==> config.mk <==
export PLATFORM = sky130hd
export DESIGN_NAME = l1_split_tlb
export DESIGN_NICKNAME = d
export VERILOG_FILES = /design/src/rtl/l1tlb_pkg.sv /design/src/rtl/l1tlb_vsp_array.sv /design/src/rtl/l1tlb_4k_array.sv /design/src/rtl/l1tlb_ctrl.sv /design/src/rtl/l1_split_tlb.sv
export SDC_FILE = /design/constraint.sdc
export NUM_CORES = 2
export LEC_CHECK = 0
export BUFFER_PORTS_ARGS = -buffer_cell sky130_fd_sc_hd__buf_2
export CAP_MARGIN = 40
export CORE_MARGIN = 8
export CORE_UTILIZATION = 45
export CTS_CLUSTER_DIAMETER = 40
export CTS_CLUSTER_SIZE = 12
export DETAILED_ROUTE_END_ITERATION = 10
export PLACE_DENSITY = 0.69
export REMOVE_ABC_BUFFERS = 1
export SYNTH_ARGS = -nofsm -noshare
export SYNTH_HDL_FRONTEND = slang
export SYNTH_SLANG_ARGS = --single-unit
==> constraint.sdc <==
create_clock -name clk -period 9.3 [get_ports clk]
set_input_delay 1.395 -clock clk [delete_from_list [all_inputs] [get_ports clk]]
set_output_delay 1.395 -clock clk [all_outputs]
set_load 0.02 [all_outputs]
==> src/rtl/l1tlb_pkg.sv <==
// Package: shared widths and controller state encoding for the split
// level-1 translation buffer. Assumes 4 KB base pages and 32-bit addresses.
package l1tlb_pkg;
    localparam int VPN_W   = 20;  // virtual/physical page number width
    localparam int PID_W   = 8;   // process tag width
    localparam int PERM_W  = 3;   // permission field width
    localparam int PSZ_W   = 4;   // page size code width
    localparam int NUM_PSZ = 9;   // number of legal page size codes

    typedef enum logic [1:0] {
        ST_IDLE   = 2'd0,
        ST_WAIT   = 2'd1,
        ST_REPLAY = 2'd2
    } tlb_state_e;
endpackage

==> src/rtl/l1tlb_vsp_array.sv <==
// Module: fully associative array of variable page size slots.
// Compares only page-number bits above each slot's size; returns the lowest
// matching slot. Installs use a single round-robin pointer. Invalidates are
// applied before a same-cycle install. Assumes ENTRIES >= 2.
module l1tlb_vsp_array #(
    parameter int ENTRIES = 4,
    parameter int VPN_W   = l1tlb_pkg::VPN_W,
    parameter int PID_W   = l1tlb_pkg::PID_W,
    parameter int PERM_W  = l1tlb_pkg::PERM_W,
    parameter int PSZ_W   = l1tlb_pkg::PSZ_W,
    parameter int NUM_PSZ = l1tlb_pkg::NUM_PSZ
) (
    input  logic              clk,
    input  logic              rst_n,
    input  logic [VPN_W-1:0]  lu_vpn,
    input  logic [PID_W-1:0]  lu_pid,
    output logic              hit,
    output logic              multi,
    output logic [VPN_W-1:0]  out_ppn,
    output logic [PERM_W-1:0] out_perm,
    input  logic              wr_en,
    input  logic [VPN_W-1:0]  wr_vpn,
    input  logic [PID_W-1:0]  wr_pid,
    input  logic [PSZ_W-1:0]  wr_psz,
    input  logic [VPN_W-1:0]  wr_ppn,
    input  logic [PERM_W-1:0] wr_perm,
    input  logic              inv_en,
    input  logic [VPN_W-1:0]  inv_vpn,
    input  logic [PID_W-1:0]  inv_pid
);
    localparam int IDX_W = $clog2(ENTRIES);
    localparam logic [IDX_W-1:0] LAST_IDX = IDX_W'(ENTRIES - 1);
    localparam logic [PSZ_W-1:0] MAX_PSZ  = PSZ_W'(NUM_PSZ - 1);

    logic [ENTRIES-1:0] valid_q;
    logic [VPN_W-1:0]   vpn_q  [ENTRIES];
    logic [PID_W-1:0]   pid_q  [ENTRIES];
    logic [PSZ_W-1:0]   psz_q  [ENTRIES];
    logic [VPN_W-1:0]   ppn_q  [ENTRIES];
    logic [PERM_W-1:0]  perm_q [ENTRIES];
    logic [IDX_W-1:0]   ptr_q;

    logic [VPN_W-1:0]   mask   [ENTRIES];
    logic [ENTRIES-1:0] hit_vec;
    logic [ENTRIES-1:0] inv_vec;
    logic [IDX_W-1:0]   sel;
    logic [PSZ_W-1:0]   psz_clamped;

    // Per-slot size mask and match against the lookup and the invalidate.
    for (genvar i = 0; i < ENTRIES; i++) begin : g_slot
        assign mask[i]    = {VPN_W{1'b1}} << {psz_q[i], 1'b0};
        assign hit_vec[i] = valid_q[i] && (pid_q[i] == lu_pid) &&
                            (((vpn_q[i] ^ lu_vpn) & mask[i]) == '0);
        assign inv_vec[i] = valid_q[i] && (pid_q[i] == inv_pid) &&
                            (((vpn_q[i] ^ inv_vpn) & mask[i]) == '0);
    end

    // Lowest-index priority select among matching slots.
    always_comb begin
        sel = '0;
        for (int i = ENTRIES - 1; i >= 0; i--) begin
            if (hit_vec[i]) sel = IDX_W'(i);
        end
    end

    assign hit      = |hit_vec;
    assign multi    = $countones(hit_vec) > 1;
    assign out_ppn  = (ppn_q[sel] & mask[sel]) | (lu_vpn & ~mask[sel]);
    assign out_perm = perm_q[sel];
    assign psz_clamped = (wr_psz > MAX_PSZ) ? MAX_PSZ : wr_psz;

    // Slot state: invalidate first, then install at the pointer.
    always_ff @(posedge clk) begin
        if (!rst_n) begin
            valid_q <= '0;
            ptr_q   <= '0;
        end else begin
            for (int i = 0; i < ENTRIES; i++) begin
                if (inv_en && inv_vec[i]) valid_q[i] <= 1'b0;
            end
            if (wr_en) begin
                valid_q[ptr_q] <= 1'b1;
                ptr_q          <= (ptr_q == LAST_IDX) ? '0 : ptr_q + 1'b1;
            end
        end
    end

    // Slot payload: written on install only.
    always_ff @(posedge clk) begin
        if (wr_en) begin
            vpn_q[ptr_q]  <= wr_vpn;
            pid_q[ptr_q]  <= wr_pid;
            psz_q[ptr_q]  <= psz_clamped;
            ppn_q[ptr_q]  <= wr_ppn;
            perm_q[ptr_q] <= wr_perm;
        end
    end

    assert_vsp_rr_step_R12: assert property (@(posedge clk) disable iff (!rst_n)
        wr_en |=> ptr_q == (($past(ptr_q) == LAST_IDX) ? '0 : $past(ptr_q) + 1'b1));

    assert_vsp_install_valid_R6: assert property (@(posedge clk) disable iff (!rst_n)
        wr_en |=> valid_q[$past(ptr_q)]);
endmodule

==> src/rtl/l1tlb_4k_array.sv <==
// Module: set-associative array of 4 KB page slots.
// Set index is the low page-number bits; the tag is the rest plus the
// process tag. Each set keeps its own round-robin victim pointer.
// Assumes SETS and WAYS are powers of two, WAYS >= 2.
module l1tlb_4k_array #(
    parameter int SETS   = 16,
    parameter int WAYS   = 4,
    parameter int VPN_W  = l1tlb_pkg::VPN_W,
    parameter int PID_W  = l1tlb_pkg::PID_W,
    parameter int PERM_W = l1tlb_pkg::PERM_W
) (
    input  logic              clk,
    input  logic              rst_n,
    input  logic [VPN_W-1:0]  lu_vpn,
    input  logic [PID_W-1:0]  lu_pid,
    output logic              hit,
    output logic              multi,
    output logic [VPN_W-1:0]  out_ppn,
    output logic [PERM_W-1:0] out_perm,
    input  logic              wr_en,
    input  logic [VPN_W-1:0]  wr_vpn,
    input  logic [PID_W-1:0]  wr_pid,
    input  logic [VPN_W-1:0]  wr_ppn,
    input  logic [PERM_W-1:0] wr_perm,
    input  logic              inv_en,
    input  logic [VPN_W-1:0]  inv_vpn,
    input  logic [PID_W-1:0]  inv_pid
);
    localparam int SET_W = $clog2(SETS);
    localparam int WAY_W = $clog2(WAYS);
    localparam int TAG_W = VPN_W - SET_W;
    localparam logic [WAY_W-1:0] LAST_WAY = WAY_W'(WAYS - 1);

    logic [WAYS-1:0]   valid_q [SETS];
    logic [TAG_W-1:0]  tag_q   [SETS][WAYS];
    logic [PID_W-1:0]  pid_q   [SETS][WAYS];
    logic [VPN_W-1:0]  ppn_q   [SETS][WAYS];
    logic [PERM_W-1:0] perm_q  [SETS][WAYS];
    logic [WAY_W-1:0]  rr_q    [SETS];

    logic [SET_W-1:0]  lu_set, wr_set, inv_set;
    logic [WAYS-1:0]   hit_vec, inv_vec;
    logic [WAY_W-1:0]  sel;

    assign lu_set  = lu_vpn[SET_W-1:0];
    assign wr_set  = wr_vpn[SET_W-1:0];
    assign inv_set = inv_vpn[SET_W-1:0];

    // Per-way tag compare in the lookup set and in the invalidate set.
    for (genvar w = 0; w < WAYS; w++) begin : g_way
        assign hit_vec[w] = valid_q[lu_set][w] && (pid_q[lu_set][w] == lu_pid) &&
                            (tag_q[lu_set][w] == lu_vpn[VPN_W-1:SET_W]);
        assign inv_vec[w] = valid_q[inv_set][w] && (pid_q[inv_set][w] == inv_pid) &&
                            (tag_q[inv_set][w] == inv_vpn[VPN_W-1:SET_W]);
    end

    // Lowest-way priority select among matching ways.
    always_comb begin
        sel = '0;
        for (int w = WAYS - 1; w >= 0; w--) begin
            if (hit_vec[w]) sel = WAY_W'(w);
        end
    end

    assign hit      = |hit_vec;
    assign multi    = $countones(hit_vec) > 1;
    assign out_ppn  = ppn_q[lu_set][sel];
    assign out_perm = perm_q[lu_set][sel];

    // Valid bits and victim pointers: invalidate first, then install.
    always_ff @(posedge clk) begin
        if (!rst_n) begin
            for (int s = 0; s < SETS; s++) begin
                valid_q[s] <= '0;
                rr_q[s]    <= '0;
            end
        end else begin
            for (int w = 0; w < WAYS; w++) begin
                if (inv_en && inv_vec[w]) valid_q[inv_set][w] <= 1'b0;
            end
            if (wr_en) begin
                valid_q[wr_set][rr_q[wr_set]] <= 1'b1;
                rr_q[wr_set] <= (rr_q[wr_set] == LAST_WAY) ? '0 : rr_q[wr_set] + 1'b1;
            end
        end
    end

    // Way payload: written on install only.
    always_ff @(posedge clk) begin
        if (wr_en) begin
            tag_q[wr_set][rr_q[wr_set]]  <= wr_vpn[VPN_W-1:SET_W];
            pid_q[wr_set][rr_q[wr_set]]  <= wr_pid;
            ppn_q[wr_set][rr_q[wr_set]]  <= wr_ppn;
            perm_q[wr_set][rr_q[wr_set]] <= wr_perm;
        end
    end

    assert_set_rr_step_R11: assert property (@(posedge clk) disable iff (!rst_n)
        wr_en |=> rr_q[$past(wr_set)] ==
                  (($past(rr_q[wr_set]) == LAST_WAY) ? '0 : $past(rr_q[wr_set]) + 1'b1));

    assert_set_install_valid_R6: assert property (@(posedge clk) disable iff (!rst_n)
        wr_en |=> valid_q[$past(wr_set)][$past(rr_q[wr_set])]);
endmodule

==> src/rtl/l1tlb_ctrl.sv <==
// Module: lookup sequencing, refill handshake and result register.
// Holds the missed request, raises the refill request until the answer,
// drops an answer made stale by a matching invalidate, replays the lookup
// and registers the combined result with the variable array given priority.
module l1tlb_ctrl #(
    parameter int VPN_W  = l1tlb_pkg::VPN_W,
    parameter int PID_W  = l1tlb_pkg::PID_W,
    parameter int PERM_W = l1tlb_pkg::PERM_W
) (
    input  logic              clk,
    input  logic              rst_n,
    input  logic              lk_valid,
    input  logic [VPN_W-1:0]  lk_vpn,
    input  logic [PID_W-1:0]  lk_pid,
    output logic              lk_busy,
    output logic [VPN_W-1:0]  lu_vpn,
    output logic [PID_W-1:0]  lu_pid,
    input  logic              vsp_hit,
    input  logic              vsp_multi,
    input  logic [VPN_W-1:0]  vsp_ppn,
    input  logic [PERM_W-1:0] vsp_perm,
    input  logic              k4_hit,
    input  logic              k4_multi,
    input  logic [VPN_W-1:0]  k4_ppn,
    input  logic [PERM_W-1:0] k4_perm,
    input  logic              rf_rsp_valid,
    input  logic              rf_rsp_to_vsp,
    input  logic              inv_valid,
    input  logic [VPN_W-1:0]  inv_vpn,
    input  logic [PID_W-1:0]  inv_pid,
    output logic              vsp_wr,
    output logic              k4_wr,
    output logic              rf_req_valid,
    output logic [VPN_W-1:0]  rf_req_vpn,
    output logic [PID_W-1:0]  rf_req_pid,
    output logic              rsp_valid,
    output logic [VPN_W-1:0]  rsp_ppn,
    output logic [PERM_W-1:0] rsp_perm,
    output logic              rsp_from_vsp,
    output logic              rsp_multihit
);
    import l1tlb_pkg::*;

    tlb_state_e       state_q;
    logic [VPN_W-1:0] pend_vpn_q;
    logic [PID_W-1:0] pend_pid_q;
    logic             stale_q;

    logic lookup_act, any_hit, inv_on_pend, accept_rf, drop_rf;

    assign lookup_act  = ((state_q == ST_IDLE) && lk_valid) || (state_q == ST_REPLAY);
    assign any_hit     = vsp_hit || k4_hit;
    assign lu_vpn      = (state_q == ST_IDLE) ? lk_vpn : pend_vpn_q;
    assign lu_pid      = (state_q == ST_IDLE) ? lk_pid : pend_pid_q;
    assign inv_on_pend = inv_valid && (inv_vpn == pend_vpn_q) && (inv_pid == pend_pid_q);
    assign accept_rf   = (state_q == ST_WAIT) && rf_rsp_valid;
    assign drop_rf     = stale_q || inv_on_pend;
    assign vsp_wr      = accept_rf && !drop_rf && rf_rsp_to_vsp;
    assign k4_wr       = accept_rf && !drop_rf && !rf_rsp_to_vsp;
    assign lk_busy     = (state_q != ST_IDLE);
    assign rf_req_valid = (state_q == ST_WAIT);
    assign rf_req_vpn  = pend_vpn_q;
    assign rf_req_pid  = pend_pid_q;

    // Sequencer: idle -> wait on miss -> replay after answer -> idle on hit.
    always_ff @(posedge clk) begin
        if (!rst_n) begin
            state_q    <= ST_IDLE;
            pend_vpn_q <= '0;
            pend_pid_q <= '0;
            stale_q    <= 1'b0;
        end else begin
            case (state_q)
                ST_IDLE: begin
                    if (lk_valid && !any_hit) begin
                        state_q    <= ST_WAIT;
                        pend_vpn_q <= lk_vpn;
                        pend_pid_q <= lk_pid;
                        stale_q    <= 1'b0;
                    end
                end
                ST_WAIT: begin
                    if (rf_rsp_valid) begin
                        state_q <= ST_REPLAY;
                        stale_q <= 1'b0;
                    end else if (inv_on_pend) begin
                        stale_q <= 1'b1;
                    end
                end
                ST_REPLAY: begin
                    state_q <= any_hit ? ST_IDLE : ST_WAIT;
                end
                default: state_q <= ST_IDLE;
            endcase
        end
    end

    // Result register: variable array wins when both arrays hit.
    always_ff @(posedge clk) begin
        if (!rst_n) begin
            rsp_valid    <= 1'b0;
            rsp_ppn      <= '0;
            rsp_perm     <= '0;
            rsp_from_vsp <= 1'b0;
            rsp_multihit <= 1'b0;
        end else begin
            rsp_valid <= lookup_act && any_hit;
            if (lookup_act && any_hit) begin
                rsp_ppn      <= vsp_hit ? vsp_ppn  : k4_ppn;
                rsp_perm     <= vsp_hit ? vsp_perm : k4_perm;
                rsp_from_vsp <= vsp_hit;
                rsp_multihit <= vsp_multi || k4_multi;
            end
        end
    end

    assert_rsp_source_R2: assert property (@(posedge clk) disable iff (!rst_n)
        rsp_valid |-> ($past(state_q == ST_IDLE && lk_valid) || $past(state_q == ST_REPLAY)));

    assert_hold_request_R5: assert property (@(posedge clk) disable iff (!rst_n)
        (state_q == ST_WAIT && !rf_rsp_valid) |=> (state_q == ST_WAIT && $stable(pend_vpn_q)));

    assert_answer_replays_R6: assert property (@(posedge clk) disable iff (!rst_n)
        accept_rf |=> state_q == ST_REPLAY);

    assert_vsp_priority_R7: assert property (@(posedge clk) disable iff (!rst_n)
        $past(lookup_act && vsp_hit && k4_hit) |-> (rsp_valid && rsp_from_vsp));

    assert_stale_dropped_R10: assert property (@(posedge clk) disable iff (!rst_n)
        (state_q == ST_WAIT && stale_q && rf_rsp_valid) |-> !(vsp_wr || k4_wr));

    assert_one_writer_R6: assert property (@(posedge clk) disable iff (!rst_n)
        $onehot0({vsp_wr, k4_wr}));
endmodule

==> src/rtl/l1_split_tlb.sv <==
// Module: top of the split-array level-1 translation buffer.
// Wires the variable-size array, the 4 KB array and the controller. Refill
// installs use the pending request's page number and tag with the level-2
// answer's payload; invalidates reach both arrays unconditionally.
module l1_split_tlb #(
    parameter int VSP_ENTRIES = 4,
    parameter int K4_SETS     = 16,
    parameter int K4_WAYS     = 4,
    parameter int VPN_W       = l1tlb_pkg::VPN_W,
    parameter int PID_W       = l1tlb_pkg::PID_W,
    parameter int PERM_W      = l1tlb_pkg::PERM_W,
    parameter int PSZ_W       = l1tlb_pkg::PSZ_W,
    parameter int NUM_PSZ     = l1tlb_pkg::NUM_PSZ
) (
    input  logic              clk,
    input  logic              rst_n,
    input  logic              lk_valid,
    input  logic [VPN_W-1:0]  lk_vpn,
    input  logic [PID_W-1:0]  lk_pid,
    output logic              lk_busy,
    output logic              rsp_valid,
    output logic [VPN_W-1:0]  rsp_ppn,
    output logic [PERM_W-1:0] rsp_perm,
    output logic              rsp_from_vsp,
    output logic              rsp_multihit,
    output logic              rf_req_valid,
    output logic [VPN_W-1:0]  rf_req_vpn,
    output logic [PID_W-1:0]  rf_req_pid,
    input  logic              rf_rsp_valid,
    input  logic              rf_rsp_to_vsp,
    input  logic [PSZ_W-1:0]  rf_rsp_psz,
    input  logic [VPN_W-1:0]  rf_rsp_ppn,
    input  logic [PERM_W-1:0] rf_rsp_perm,
    input  logic              inv_valid,
    input  logic [VPN_W-1:0]  inv_vpn,
    input  logic [PID_W-1:0]  inv_pid
);
    logic [VPN_W-1:0]  lu_vpn;
    logic [PID_W-1:0]  lu_pid;
    logic              vsp_hit, vsp_multi, k4_hit, k4_multi;
    logic [VPN_W-1:0]  vsp_ppn, k4_ppn;
    logic [PERM_W-1:0] vsp_perm, k4_perm;
    logic              vsp_wr, k4_wr;

    l1tlb_vsp_array #(
        .ENTRIES(VSP_ENTRIES), .VPN_W(VPN_W), .PID_W(PID_W),
        .PERM_W(PERM_W), .PSZ_W(PSZ_W), .NUM_PSZ(NUM_PSZ)
    ) u_vsp (
        .clk(clk), .rst_n(rst_n),
        .lu_vpn(lu_vpn), .lu_pid(lu_pid),
        .hit(vsp_hit), .multi(vsp_multi), .out_ppn(vsp_ppn), .out_perm(vsp_perm),
        .wr_en(vsp_wr), .wr_vpn(rf_req_vpn), .wr_pid(rf_req_pid),
        .wr_psz(rf_rsp_psz), .wr_ppn(rf_rsp_ppn), .wr_perm(rf_rsp_perm),
        .inv_en(inv_valid), .inv_vpn(inv_vpn), .inv_pid(inv_pid)
    );

    l1tlb_4k_array #(
        .SETS(K4_SETS), .WAYS(K4_WAYS), .VPN_W(VPN_W),
        .PID_W(PID_W), .PERM_W(PERM_W)
    ) u_k4 (
        .clk(clk), .rst_n(rst_n),
        .lu_vpn(lu_vpn), .lu_pid(lu_pid),
        .hit(k4_hit), .multi(k4_multi), .out_ppn(k4_ppn), .out_perm(k4_perm),
        .wr_en(k4_wr), .wr_vpn(rf_req_vpn), .wr_pid(rf_req_pid),
        .wr_ppn(rf_rsp_ppn), .wr_perm(rf_rsp_perm),
        .inv_en(inv_valid), .inv_vpn(inv_vpn), .inv_pid(inv_pid)
    );

    l1tlb_ctrl #(
        .VPN_W(VPN_W), .PID_W(PID_W), .PERM_W(PERM_W)
    ) u_ctrl (
        .clk(clk), .rst_n(rst_n),
        .lk_valid(lk_valid), .lk_vpn(lk_vpn), .lk_pid(lk_pid), .lk_busy(lk_busy),
        .lu_vpn(lu_vpn), .lu_pid(lu_pid),
        .vsp_hit(vsp_hit), .vsp_multi(vsp_multi), .vsp_ppn(vsp_ppn), .vsp_perm(vsp_perm),
        .k4_hit(k4_hit), .k4_multi(k4_multi), .k4_ppn(k4_ppn), .k4_perm(k4_perm),
        .rf_rsp_valid(rf_rsp_valid), .rf_rsp_to_vsp(rf_rsp_to_vsp),
        .inv_valid(inv_valid), .inv_vpn(inv_vpn), .inv_pid(inv_pid),
        .vsp_wr(vsp_wr), .k4_wr(k4_wr),
        .rf_req_valid(rf_req_valid), .rf_req_vpn(rf_req_vpn), .rf_req_pid(rf_req_pid),
        .rsp_valid(rsp_valid), .rsp_ppn(rsp_ppn), .rsp_perm(rsp_perm),
        .rsp_from_vsp(rsp_from_vsp), .rsp_multihit(rsp_multihit)
    );

    assert_req_implies_busy_R5: assert property (@(posedge clk) disable iff (!rst_n)
        rf_req_valid |-> lk_busy);

    assert_rsp_not_while_waiting_R6: assert property (@(posedge clk) disable iff (!rst_n)
        rsp_valid |-> !rf_req_valid);
endmodule

==> summary.md <==
| Metric | Value |
|---|---|
| Status | `finished clean` |
| Tot GR Track Use | `28.6%` |
| Layout cells sized above 1 | `approximately 27%` |
| Post-synth EDFFs | `3260` |
| CTS resizes | `0` |
| Largest net degree at the start of global routing | `130` |
| Pwr dens | `214 nW/µm²` |
| Post-Route WL | `516000 µm` |
| Worst Skew | `0.0759 ns` |
| Synth area leaders | `edfxtp_1, mux4_2, nand2_1` |
| Layout Utilization | `around half` |
| Placeable Area | `333000 µm²` |
| Maximum clock path buffer count | `4` |
| Max transition margin | `between 20% and 30%` |
| Crit path launch | `u_ctrl.state_q[1]$_SDFFE_PN0P_` |
| Die Wd | `between 500 and 600 µm` |
| Hold-fix buffer count after cts | `0` |
| Bufs and invs on worst path | `3` |
| Clock root buffer | `clkbuf_16` |
| DIE AREA | `352000 µm²` |
| Syn avg cell area | `17.4 µm²` |
| WP depth | `18` |
| Final worst path period share | `79.9%` |
| Final nets | `9113` |
| Worst reg2reg path endpoint | `u_ctrl.rsp_ppn[10]$_SDFFE_PN0P_` |
| Final Max Slew Viols | `0` |
| Wirelength per Cell | `37.6 µm` |
| GRT overflow | `0` |
| Worst path cell trace | `nor2_4, inv_2, mux2i_2, buf_4, xnor2_1, nor4_1, nand3_1, or3_1, or4_1, ha_1, nor3_2, buf_4, mux2i_1, mux2i_1, nor2_1, a211oi_1, a21o_1, o32ai_1` |
| Sink Count | `3391` |
| Min cycle time layout | `between 7 and 8 ns` |
| Starting Density | `between 40% and 50%` |
| CP startpoint kind | `flip-flop` |
| DRT iter0 DRCs | `~16000` |
| DRT Pass-1 Iters | `6` |
| Worst Reg-to-Reg Cells | `18` |
| Top-count cell post-synth | `edfxtp_1` |
| Number of H-tree levels | `5` |
| #FFs+latches synth | `3391` |
| Hold Path Cell Cnt | `2` |
| Worst-Margin Slew | `approximately 1.1 ns` |
| CTS clk-pin slew, worst paths | `approximately 0.06 ns` |
| Hpwl dp | `between 300000 and 400000 µm` |
| Critical path peak fanout | `36` |
| R2R setup slack | `1.87 ns` |
| MaxCap Viol Count | `0` |
| # rows | `212` |
| Fin. Hold Viols | `0` |
| Vias | `approximately 94000` |
| Arrival time of the worst setup path | `8.23 ns` |
| Slowest CP cell | `mux2i_2` |
| Die H | `between 500 and 600 µm` |
| Global-route wire length before repair | `713000 µm` |
| Netlist Area Pre-Place | `150000 µm²` |
| Final setup fails | `0` |
| Vias in the first global route | `between 90000 and 100k` |
| Placed inst area | `~160000 µm²` |
| Final ANT Viol Nets | `0` |
| Drt drc | `0` |
| Worst setup endpoint | `u_ctrl.rsp_ppn[10]$_SDFFE_PN0P_` |
| Ys flop type | `edfxtp_1` |
| DR vias/cell | `6.84` |
| Fraction of registers with async set/reset | `0%` |
| Gpl congestion | `approximately 0.95` |
| Fin area | `172000 µm²` |
| Io pins | `145` |
| Area leader, netlist | `edfxtp_1` |
| Initial antenna violation count | `32` |
| CP delay by family, top | `multiplexers` |
| CTS tree | `yes` |
| Crit path kind | `flip-flop to flip-flop` |
| Clock latency on the worst-skew pair | `0.95 ns` |
| Max VDD drop | `a little under 0.2 mV` |
| Slowest Stage Delay on Critical Path | `0.80 ns` |
| F_max | `135 MHz` |
| Synth top cells by count | `edfxtp_1, mux4_2, nand2_1, clkbuf_1, mux2i_1` |
| RSZ-0062 raised after global routing | `no` |
| HP Class | `flip-flop to flip-flop` |
| RR Startpoint | `u_ctrl.state_q[1]$_SDFFE_PN0P_` |
| Fillers | `26175` |
| Lkg Pwr | `between 50 and 60 nW` |
| CTS Buf Count | `424` |
| Sequential area share after synthesis | `67.0%` |
| Critical path required time | `between 10 and 15 ns` |
| Post-synthesis cell type count | `98` |
| Synth warn | `0` |
| Area grow syn2layout | `15.0%` |
| Port bufs | `144` |
| Cells after synthesis | `8630` |
| Crit end category | `flip-flop` |
| Top-area cell type share of the netlist area | `65.3%` |
| Post-CTS setup buffers | `0` |
area by class of cell:
class | count | area, µm² | share of cell area [%]
Clock inverter | 259 | 2740 | 1.59
Tap cell | 4387 | 5490 | 3.18
Antenna cell | 22 | 55.1 | 0.0319
Inverter | 27 | 101 | 0.0588
Clock buffer | 489 | 11100 | 6.47
Sequential cell | 3391 | 101000 | 58.3
Timing Repair Buffer | 553 | 4870 | 2.82
Multi-Input combinational cell | 4606 | 47500 | 27.5
report_power, final:
part	switching [mW]	leakage [nW]	internal [mW]
Sequential	0.0698	30.6	16.8
Clock	6.56	6.72	9.78
Combinational	2.45	18.2	1.33
Total	9.07	55.5	27.9
metrics by stage:
| step | setup TNS, ns | power (mW) | cells | setup slack (ns) | hold slack [ns] |
|---|---|---|---|---|---|
| 2_1_floorplan | -1776.79 | 20.3 | 8024 | -30.00 | 0.439 |
| 3_3_place_gp | 0 | 20.8 | 12894 | 0.920 | 0.456 |
| 3_5_place_dp | 0 | 20.9 | 12960 | 1.33 | 0.458 |
| 4_1_cts | 0 | 36.9 | 13708 | 2.25 | 0.469 |
| 5_1_grt | 0 | 37.7 | 13716 | 1.96 | 0.481 |
| 6_report | 0 | 37.0 | 13734 | 1.87 | 0.472 |
worst reg2reg max path: stages (launching register included):
cell,delay (ns)
dfxtp_2,0.79
nor2_4,0.10
inv_2,0.62
mux2i_2,0.81
buf_4,0.42
xnor2_1,0.11
nor4_1,0.29
nand3_1,0.10
or3_1,0.39
or4_1,0.58
ha_1,0.36
nor3_2,0.19
buf_4,0.64
mux2i_1,0.26
mux2i_1,0.80
nor2_1,0.10
a211oi_1,0.51
a21o_1,0.16
o32ai_1,0.09
cell families (layout without fill, tap and decap cells):
kind of cell	after synthesis	in the layout	synth area share, %
multiplexers	1403	1403	18.5
flip-flops	3391	3391	67.0
AND/OR/NAND/NOR	1740	1740	5.50
buffers and inverters	633	1328	1.78
adder cells (fa/ha/maj)	21	21	0.185
other	0	22	0
XOR/XNOR	424	424	2.48
AO/OA/AOI/OAI	1018	1018	4.51
worst min path at each step:
stage | startpoint | end | slack, ns
global route | u_vsp.valid_q[1]$_SDFF_PN0_ | u_vsp.valid_q[1]$_SDFF_PN0_ | 0.48
CTS | u_vsp.valid_q[1]$_SDFF_PN0_ | u_vsp.valid_q[1]$_SDFF_PN0_ | 0.47
detailed placement | u_vsp.valid_q[0]$_SDFF_PN0_ | u_vsp.valid_q[0]$_SDFF_PN0_ | 0.46
floorplan | u_vsp.valid_q[1]$_SDFF_PN0_ | u_vsp.valid_q[1]$_SDFF_PN0_ | 0.44
finish | u_vsp.valid_q[0]$_SDFF_PN0_ | u_vsp.valid_q[0]$_SDFF_PN0_ | 0.47
global placement | u_vsp.valid_q[0]$_SDFF_PN0_ | u_vsp.valid_q[0]$_SDFF_PN0_ | 0.46
metal layers:
metal | up-vias | global-route usage [%] | wire length, µm
met2 | 7999 | 41.9 | 224000
met4 | 12 | 17.4 | 38400
met3 | 1685 | 10.1 | 76500
li1 | 35982 | - | -
met1 | 48319 | 36.7 | 178000
met5 | - | 0 | 79
cell usage in the layout (no fill, tap or decap), types with 126 or more instances in the layout:
cell,n
clkbuf_16,436
buf_2,144
edfxtp_1,3260
buf_4,318
mux4_2,1094
and3_1,213
a31oi_1,131
nand2_1,787
xor2_1,198
xnor2_1,226
a21oi_1,162
o21a_1,146
mux2i_1,264
nor2_1,155
nand3_1,126
o21ai_0,197
sequential cells by signal, indices dropped and copies added, names as in the netlist, 32 cells and up, named ones only:
name	cells
u_vsp.vpn_q	80
u_k4.tag_q	1024
u_vsp.ppn_q	80
u_k4.perm_q	192
u_vsp.pid_q	32
u_k4.pid_q	512
u_k4.ppn_q	1280
u_k4.rr_q	32
u_k4.valid_q	64
No activity file was read; power rests on OpenSTA's default activity.
